$ cat src/rtl/ssm_pkg.sv
package ssm_pkg;
  typedef enum logic {
    SPREAD_CENTRE = 1'b0,
    SPREAD_DOWN   = 1'b1
  } spread_e;
endpackage

$ cat src/rtl/ssm_ramp.sv
// Triangle ramp generator with parameter capture at the trough.
module ssm_ramp
  import ssm_pkg::*;
#(
  parameter int PER_W  = 12,
  parameter int STEP_W = 16,
  parameter int IF_W   = 24,
  parameter int RAMP_W = PER_W + STEP_W
) (
  input  logic              clk,
  input  logic              rst_n,
  input  logic              en,
  input  spread_e           mode_i,
  input  logic [IF_W-1:0]   nom_i,
  input  logic [PER_W-1:0]  per_i,
  input  logic [STEP_W-1:0] step_i,
  output logic [RAMP_W-1:0] ramp_o,
  output logic [PER_W-1:0]  per_q,
  output logic [STEP_W-1:0] step_q,
  output spread_e           mode_q,
  output logic [IF_W-1:0]   nom_q
);
  logic [PER_W-1:0] cnt_q;
  logic [PER_W-1:0] per_last;
  logic             fall_q;
  logic             idle;
  logic             at_turn;
  logic             reload;

  assign idle     = !en || (per_q == '0);
  assign per_last = per_q - 1'b1;
  assign at_turn  = (cnt_q == per_last);
  assign reload   = idle || (at_turn && fall_q);

  always_ff @(posedge clk or negedge rst_n) begin
    if (!rst_n) begin
      cnt_q  <= '0;
      fall_q <= 1'b0;
      ramp_o <= '0;
      per_q  <= '0;
      step_q <= '0;
      mode_q <= SPREAD_CENTRE;
      nom_q  <= '0;
    end else begin
      if (reload) begin
        per_q  <= per_i;
        step_q <= step_i;
        mode_q <= mode_i;
        nom_q  <= nom_i;
      end
      if (idle) begin
        cnt_q  <= '0;
        fall_q <= 1'b0;
        ramp_o <= '0;
      end else begin
        ramp_o <= fall_q ? ramp_o - RAMP_W'(step_q) : ramp_o + RAMP_W'(step_q);
        if (at_turn) begin
          cnt_q  <= '0;
          fall_q <= ~fall_q;
        end else begin
          cnt_q  <= cnt_q + 1'b1;
        end
      end
    end
  end

  AST_RAMP_CLEARED_OFF: assert property (@(posedge clk) disable iff (!rst_n)
    !en |=> (ramp_o == '0));
  AST_RAMP_BACK_TO_ZERO: assert property (@(posedge clk) disable iff (!rst_n)
    (en && per_q != '0 && at_turn && fall_q) |=> (ramp_o == '0));
  AST_PARAMS_HELD: assert property (@(posedge clk) disable iff (!rst_n)
    (en && per_q != '0 && !(at_turn && fall_q)) |=>
      ($stable(step_q) && $stable(per_q) && $stable(nom_q) && $stable(mode_q)));
endmodule

$ cat src/rtl/ssm_mix.sv
// Combines captured nominal, ramp and centre offset into the modulated ratio.
module ssm_mix
  import ssm_pkg::*;
#(
  parameter int INT_W   = 8,
  parameter int FRAC_W  = 16,
  parameter int GUARD_W = 4,
  parameter int PER_W   = 12,
  parameter int STEP_W  = 16
) (
  input  logic                      en,
  input  logic [INT_W+FRAC_W-1:0]   nom_in,
  input  logic [INT_W+FRAC_W-1:0]   nom_q,
  input  logic [PER_W+STEP_W-1:0]   ramp,
  input  logic [PER_W-1:0]          per_q,
  input  logic [STEP_W-1:0]         step_q,
  input  spread_e                   mode_q,
  output logic [INT_W+FRAC_W-1:0]   ratio
);
  localparam int IF_W   = INT_W + FRAC_W;
  localparam int RAMP_W = PER_W + STEP_W;
  localparam int NOM_W  = IF_W + GUARD_W;
  localparam int TOT_W  = ((RAMP_W > NOM_W) ? RAMP_W : NOM_W) + 2;

  logic [RAMP_W-1:0] span;
  logic [RAMP_W-1:0] half;
  logic [TOT_W-1:0]  nom_g;
  logic [TOT_W-1:0]  tot;
  logic              unused_mix;

  assign span  = RAMP_W'(step_q) * RAMP_W'(per_q);
  assign half  = (mode_q == SPREAD_CENTRE) ? (span >> 1) : '0;
  assign nom_g = TOT_W'({nom_q, {GUARD_W{1'b0}}});
  assign tot   = nom_g + TOT_W'(ramp) - TOT_W'(half);
  assign ratio = en ? tot[GUARD_W +: IF_W] : nom_in;

  assign unused_mix = ^{tot[TOT_W-1 -: (TOT_W-GUARD_W-IF_W)], tot[GUARD_W-1:0]};
endmodule

$ cat src/rtl/ssm_sigma.sv
// First-order fractional accumulator choosing N or N+1 each cycle.
module ssm_sigma #(
  parameter int INT_W  = 8,
  parameter int FRAC_W = 16
) (
  input  logic              clk,
  input  logic              rst_n,
  input  logic [INT_W-1:0]  ratio_int,
  input  logic [FRAC_W-1:0] ratio_frac,
  output logic [INT_W:0]    div_n
);
  logic [FRAC_W-1:0] acc_q;
  logic [FRAC_W:0]   sum;

  assign sum   = {1'b0, acc_q} + {1'b0, ratio_frac};
  assign div_n = {1'b0, ratio_int} + {{INT_W{1'b0}}, sum[FRAC_W]};

  always_ff @(posedge clk or negedge rst_n) begin
    if (!rst_n) acc_q <= '0;
    else        acc_q <= sum[FRAC_W-1:0];
  end

  AST_CARRY_WRAPS: assert property (@(posedge clk) disable iff (!rst_n)
    (div_n != {1'b0, ratio_int}) |=> (acc_q < $past(acc_q)));
  AST_NO_CARRY_GROWS: assert property (@(posedge clk) disable iff (!rst_n)
    (div_n == {1'b0, ratio_int}) |=> (acc_q >= $past(acc_q)));
endmodule

$ cat src/rtl/ssm_divmod.sv
// Spread-spectrum divide-ratio modulator, top level.
module ssm_divmod
  import ssm_pkg::*;
#(
  parameter int INT_W   = 8,
  parameter int FRAC_W  = 16,
  parameter int GUARD_W = 4,
  parameter int PER_W   = 12,
  parameter int STEP_W  = 16
) (
  input  logic              clk,
  input  logic              rst_n,
  input  logic              en,
  input  logic              spread_down,
  input  logic [INT_W-1:0]  nom_int,
  input  logic [FRAC_W-1:0] nom_frac,
  input  logic [PER_W-1:0]  half_per,
  input  logic [STEP_W-1:0] step,
  output logic [INT_W-1:0]  ratio_int,
  output logic [FRAC_W-1:0] ratio_frac,
  output logic [INT_W:0]    div_n
);
  localparam int IF_W   = INT_W + FRAC_W;
  localparam int RAMP_W = PER_W + STEP_W;

  logic [RAMP_W-1:0] ramp;
  logic [PER_W-1:0]  per_q;
  logic [STEP_W-1:0] step_q;
  spread_e           mode_q;
  logic [IF_W-1:0]   nom_q;
  logic [IF_W-1:0]   ratio;

  ssm_ramp #(
    .PER_W (PER_W),
    .STEP_W(STEP_W),
    .IF_W  (IF_W),
    .RAMP_W(RAMP_W)
  ) u_ramp (
    .clk   (clk),
    .rst_n (rst_n),
    .en    (en),
    .mode_i(spread_e'(spread_down)),
    .nom_i ({nom_int, nom_frac}),
    .per_i (half_per),
    .step_i(step),
    .ramp_o(ramp),
    .per_q (per_q),
    .step_q(step_q),
    .mode_q(mode_q),
    .nom_q (nom_q)
  );

  ssm_mix #(
    .INT_W  (INT_W),
    .FRAC_W (FRAC_W),
    .GUARD_W(GUARD_W),
    .PER_W  (PER_W),
    .STEP_W (STEP_W)
  ) u_mix (
    .en    (en),
    .nom_in({nom_int, nom_frac}),
    .nom_q (nom_q),
    .ramp  (ramp),
    .per_q (per_q),
    .step_q(step_q),
    .mode_q(mode_q),
    .ratio (ratio)
  );

  assign ratio_int  = ratio[IF_W-1 -: INT_W];
  assign ratio_frac = ratio[FRAC_W-1:0];

  ssm_sigma #(
    .INT_W (INT_W),
    .FRAC_W(FRAC_W)
  ) u_sigma (
    .clk       (clk),
    .rst_n     (rst_n),
    .ratio_int (ratio_int),
    .ratio_frac(ratio_frac),
    .div_n     (div_n)
  );

  AST_OFF_IS_NOMINAL: assert property (@(posedge clk) disable iff (!rst_n)
    !en |-> ({ratio_int, ratio_frac} == {nom_int, nom_frac}));
  AST_DOWN_NOT_BELOW: assert property (@(posedge clk) disable iff (!rst_n)
    (en && mode_q == SPREAD_DOWN) |-> (ratio >= nom_q));
  AST_FLAT_PERIOD_ZERO: assert property (@(posedge clk) disable iff (!rst_n)
    (en && per_q == '0) |-> (ratio == nom_q));
endmodule

$ cat config.mk
export PLATFORM = sky130hd
export DESIGN_NAME = ssm_divmod
export DESIGN_NICKNAME = d
export VERILOG_FILES = /design/src/rtl/ssm_pkg.sv /design/src/rtl/ssm_ramp.sv /design/src/rtl/ssm_mix.sv /design/src/rtl/ssm_sigma.sv /design/src/rtl/ssm_divmod.sv
export SDC_FILE = /design/constraint.sdc
export NUM_CORES = 1
export LEC_CHECK = 0
export BUFFER_PORTS_ARGS = -buffer_cell sky130_fd_sc_hd__clkbuf_2
export CAP_MARGIN = 30
export CORE_ASPECT_RATIO = 1.75
export CORE_MARGIN = 2
export CORE_UTILIZATION = 51
export CTS_BUF_LIST = sky130_fd_sc_hd__clkbuf_8 sky130_fd_sc_hd__clkbuf_16
export CTS_CLUSTER_DIAMETER = 30
export DETAILED_ROUTE_END_ITERATION = 10
export PLACE_DENSITY = 0.71
export SYNTH_ARGS = -nofsm -noshare
export SYNTH_HDL_FRONTEND = slang
export SYNTH_SLANG_ARGS = --single-unit
$ cat constraint.sdc
create_clock -name clk -period 10.05 [get_ports clk]
set_input_delay 2.01 -clock clk [delete_from_list [all_inputs] [get_ports clk]]
set_output_delay 2.01 -clock clk [all_outputs]
set_load 0.02 [all_outputs]
### After elaboration in Yosys (flattened, before gate mapping)

Index checks and enable logic that the tools add are counted.

* register bits: 110
* output and inout bits: 33

* bitwise operators: 1
* multiplexer cells: 8
* equality and inequality tests: 1
* reduce and logical (&&, ||, !) cells: 6
* multiply operators: 1
* add/sub/neg operators: 8

Operators by type and width (number)
* $mux 28: 2
* $add 28x16->28: 1
* $add 28x28->28: 1
* $mul 16x12->28: 1
* $sub 28x16->28: 1
* $sub 28x28->28: 1
* $mux 27: 1
* $mux 12: 2
* $mux 24: 1
* $add 16x16->17: 1
* $add 12x1->12 const B: 1
* $eq 12x12->1: 1
* $logic_not 12->1: 1
* $sub 12x1->12 const B: 1
* $add 8x1->9: 1
* $logic_or 1x1->1: 2
* $mux 1: 2
* $reduce_bool 2->1: 1
* $logic_and 1x1->1: 1
* $logic_not 1->1: 1
* $not 1->1: 1

### Depth between registers and ports, before layout

* depth in word-level cells: 6
* gate-level depth with buffers: 41
* depth with buffers taken out: 39

### Modules after synthesis

Synthesis repeated with hierarchy kept, for this count alone.

* cells, all modules: 1830
* area, all modules: 16020.4 um2

By module, submodules not included
* ssm_mix: times used 1, cells an instance 1098, area each 8664.6 um2
* ssm_ramp: times used 1, cells an instance 600, area each 6085.8 um2
* ssm_sigma: times used 1, cells an instance 132, area each 1270.0 um2

### Least setup slack after synthesis

No wires, ideal clock.

* path type: register to output
* from: reg u_ramp.per_q[3]
* to: out div_n[2]
* buffers on the path: 2
* arrival: 8.829 ns
* cell stages (with the launch flop): 37
* slack: -0.789 ns
* data required time: 8.040 ns
* path through: dfrtp_1 -> clkbuf_1 -> clkbuf_1 -> nand2_1 -> fa_1 -> fa_1 -> inv_1 -> ha_1 -> fa_1 -> inv_1 -> fa_1 -> inv_1 -> ha_1 -> a21boi_1 -> o21ai_0 -> nand2b_1 -> a21oi_1 -> nor2_1 -> nor3_1 -> xor2_1 -> nor2_1 -> fa_1 -> inv_1 -> ha_1 -> nand2_1 -> or2_2 -> o22ai_2 -> nor3_1 -> o31ai_1 -> ha_1 -> or2_2 -> a21oi_1 -> o311ai_1 -> a31o_1 -> ha_1 -> ha_1 -> xnor2_1

* cells in the longest elaborated chain, start to end: 6

RTL lines
* start, declared: RTL line ssm_ramp.sv:18 `output logic [PER_W-1:0] per_q,`
* start signal, assigned: RTL line ssm_ramp.sv:46 `per_q <= per_i;`
* $mul 16x12->28: RTL line ssm_mix.sv:31 `assign span = RAMP_W'(step_q) * RAMP_W'(per_q);`
* $mux 27: RTL line ssm_mix.sv:32 `assign half = (mode_q == SPREAD_CENTRE) ? (span >> 1) : '0;`
* $sub 28x28->28: RTL line ssm_mix.sv:34 `assign tot = nom_g + TOT_W'(ramp) - TOT_W'(half);`
* $mux 24: RTL line ssm_mix.sv:35 `assign ratio = en ? tot[GUARD_W +: IF_W] : nom_in;`
* net ratio_frac[10]: RTL line ssm_divmod.sv:20 `output logic [FRAC_W-1:0] ratio_frac,`
* $add 16x16->17: RTL line ssm_sigma.sv:15 `assign sum = {1'b0, acc_q} + {1'b0, ratio_frac};`
* $add 8x1->9: RTL line ssm_sigma.sv:16 `assign div_n = {1'b0, ratio_int} + {{INT_W{1'b0}}, sum[FRAC_W]};`
* end, declared: RTL line ssm_divmod.sv:21 `output logic [INT_W:0] div_n`

The timed path passes the listed nets, and every way through them passes these cells.

### Worst setup path after layout

* from: reg u_ramp.step_q[3]
* to: out div_n[8]

* cells in the longest elaborated chain, start to end: 6

RTL lines
* start, declared: RTL line ssm_ramp.sv:19 `output logic [STEP_W-1:0] step_q,`
* start signal, assigned: RTL line ssm_ramp.sv:47 `step_q <= step_i;`
* $mul 16x12->28 (*): RTL line ssm_mix.sv:31
* $mux 27 (*): RTL line ssm_mix.sv:32
* $sub 28x28->28 (*): RTL line ssm_mix.sv:34
* $mux 24 (*): RTL line ssm_mix.sv:35
* $add 16x16->17: RTL line ssm_sigma.sv:15
* $add 8x1->9 (*): RTL line ssm_sigma.sv:16

Every way passes the cells marked *; elsewhere a longest branch is shown, timed or not.

==> flow_summary.yaml <==
route:
  detail_route.vias_per_cell: 5.40
  vias: 12400
  drcViolationCount: 0
  dr.pass1.iters: 5
  wl_per_cell_um: 17.7
  ant_nets: 0
  dr.first_iter.drc_count: 550
  routed_wl_mm: 40.7
timing:
  max_slew_margin: 0.356
  rsz0062_at_grt: "yes"
  holdWs_ns: 0.492
  setup_slack_ns: -0.664
  fin_crit_ns: 10.71
  slew_viol_final: 0
  setup_viol: 12
  max_freq_mhz: 93.3
  finalHoldViolations: 0
  tightest_slew_ns: 0.966
  finalClockSkew_ns: 0.0162
  min_period_over_period: 1.07
floorplanning:
  std_cell_rows: 82
  start_util: 0.519
  io_pins: 89
  die_h_um: 230
  core_area_um2: 28600
  die_w_um: 133
  die-area_um2: 30600
final_layout:
  fin_nets: 2285
  synthToLayoutAreaGrowth_pct: 25.8
  final_cells: 2304
  layout-drive-gt1-share: 0.272
  num-fill-cells: 2213
  diodes: 0
  multi_input_area_um2: 11700
  regArea_um2: 2770
  stdcell_area_um2: 18700
place:
  portBuffers: 88
  hpwl_mm: 31.5
  placed_cells: 2249
  placed_area_um2: 17100
  routabilityCongestion: 0.894
clocking:
  cts_hold_buf: 0
  cts_buffers: 9
  clock_sinks: 110
  clkLatencyLatePin_ns: 0.39
  htree_levels: 3
  cts_buffer_depth: 2
  cts_tree: "built"
  cts.clk_slew.worst_paths_ns: 0.09
  cts_root_buf: "clkbuf_16"
grt:
  grt_pass1_vias: 13500
  antenna_found_initial: 0
  grt_max_degree: 65
  grt_usage: 0.270
  gr-total-overflow: 0
  grt_pass1_wl_mm: 65.9
synthesis:
  syn_area_um2: 14900
  postSynthCellCount: 1663
  synth_edf_count: 0
  ys_seq_area_frac: 0.185
  async_reset_ff_frac: 1.00
  ys_warn_count: 0
  ys.flop_type: "dfrtp_1"
  syn-num-nets: 2027
  ys_seq_elements: 110
  yosysUniqueCellTypes: 74
  postSynthAreaPerCell_um2: 8.94
setup_path:
  ff2ff_setup_slack_ns: 2.04
  criticalPathCategory: "reg2out"
  worstPathMaxFanout: 6
  worstPathArrival_ns: 8.70
  path_common_cell: "fa_1"
  endpoint_kind: "output pin"
  cp-start-kind: "flip-flop"
  slowest_stage: "fa_1"
  reg2reg_depth: 40
  cpPeakStageDelay_ns: 0.56
  required_ns: 8.04
worst_hold_path:
  min_path_cells: 1
  worstHoldPathType: "reg2reg"
status:
  violations: "negative setup slack"
  status: "finished with violations"
run:
  drv_cap: 0
==> worst paths after layout <==
kind	start	end
min in group asynchronous	rst_n	u_sigma.acc_q[0]
hold / removal	u_sigma.acc_q[0]	u_sigma.acc_q[0]
hold reg to reg	u_sigma.acc_q[0]	u_sigma.acc_q[0]
max in group asynchronous	rst_n	u_sigma.acc_q[13]
setup / recovery	u_ramp.step_q[3]	div_n[8]
setup reg to reg	u_ramp.step_q[3]	u_sigma.acc_q[15]
==> layout make-up <==
cell class	instances	share of cell area
clock buffers	10	0.0128
clock inverters	6	0.00341
inverters	302	0.0607
multi-input cells	1187	0.624
flip-flops and latches	110	0.148
well taps	378	0.0253
repair buffers	311	0.125
==> cells in the mapped netlist, drive strengths merged (4+ instances only) <==
cell	n	area, um2
nor4	10	81.3
xnor2	80	701
nand2	177	664
nor3	33	170
mux2	69	777
o211ai	5	47.5
clkbuf	54	203
ha	143	1790
inv	302	1130
dfrtp	110	2750
nand3	24	120
or2	4	25.0
buf	10	43.8
fa	165	3300
o31ai	5	37.5
or3	8	50.1
nor2	92	345
nor2b	15	93.8
nand4	4	25.0
and3	11	68.8
o21a	8	60.1
a21o	41	308
o31a	4	35.0
mux2i	6	72.6
a211o	4	35.0
o21bai	12	90.1
and2	65	407
a31o	5	43.8
a21oi	72	368
a211oi	5	37.5
nand2b	16	100
o21ai	22	114
xor2	38	333
==> state kept, by name, summed over array words and instances (netlist names) <==
signal         count
u_ramp.per_q      12
u_ramp.cnt_q      12
u_ramp.fall_q      1
u_ramp.ramp_o     28
u_ramp.step_q     16
u_ramp.nom_q      24
u_ramp.mode_q      1
u_sigma.acc_q     16
==> routing by layer <==
metal	GRT usage	wire length [um]	vias up
met5	0	0	-
met2	0.520	22400	326
met1	0.293	14900	6177
li1	-	-	5823
met4	0.128	2190	0
met3	0.0260	1130	118
==> kinds of logic after synthesis <==
| group | count (synthesis) | share of synthesized area |
|---|---|---|
| compound gates | 212 | 0.0983 |
| simple gates | 474 | 0.154 |
| fa+ha+maj | 308 | 0.343 |
| flops | 110 | 0.185 |
| mux | 75 | 0.0572 |
| buf+inv | 366 | 0.0929 |
| xor+xnor | 118 | 0.0695 |
==> worst max-delay path: cells and delay by family, from the launching register on <==
kind,cells,cell delay (ns)
buffers and inverters,8,1.00
AND/OR/NAND/NOR,10,1.08
flip-flops,1,0.45
XOR/XNOR,1,0.14
adder cells (fa/ha/maj),11,4.25
AO/OA/AOI/OAI,7,1.41
==> metrics by stage <==
step | worst slack (ns) | utilization | TNS (ns)
final | -0.664 | 0.653 | -5.47
after global routing | -0.956 | 0.653 | -9.42
after CTS | -0.648 | 0.635 | -4.73
after detailed placement | -0.640 | 0.597 | -4.99
after global placement | -0.532 | 0.597 | -3.82
after floorplan | 0.0200 | - | 0
==> placed cells by master, fill, tap and decap left out, drive strengths merged, types with 4 or more instances in the layout <==
cell	synthesis	routed
o21a	8	8
inv	302	305
dfrtp	110	110
o31ai	5	5
ha	143	143
and2	65	65
o21ai	22	22
o211ai	5	5
a21o	41	41
mux2i	6	6
or3	8	8
fa	165	165
xnor2	80	80
nand2	177	177
clkbuf	54	92
a211o	4	4
nor3	33	33
o31a	4	4
mux2	69	69
a31o	5	5
nand3	24	24
nor2b	15	15
or2	4	4
nor2	92	92
nor4	10	10
a21oi	72	72
a211oi	5	5
nand4	4	4
xor2	38	38
nand2b	16	16
buf	10	229
o21bai	12	12
and3	11	11
==> timing repair <==
action | in CTS | in global routing
buffers inserted | 26 | 17
resized for setup | 130 | 91
hold endpoints to repair | 0 | 0
pin swaps | 80 | 68
setup endpoints to repair | 15 | 16
Power is not shown: default switching activity piles up to over one toggle a cycle in this logic, so the estimate is an artifact.
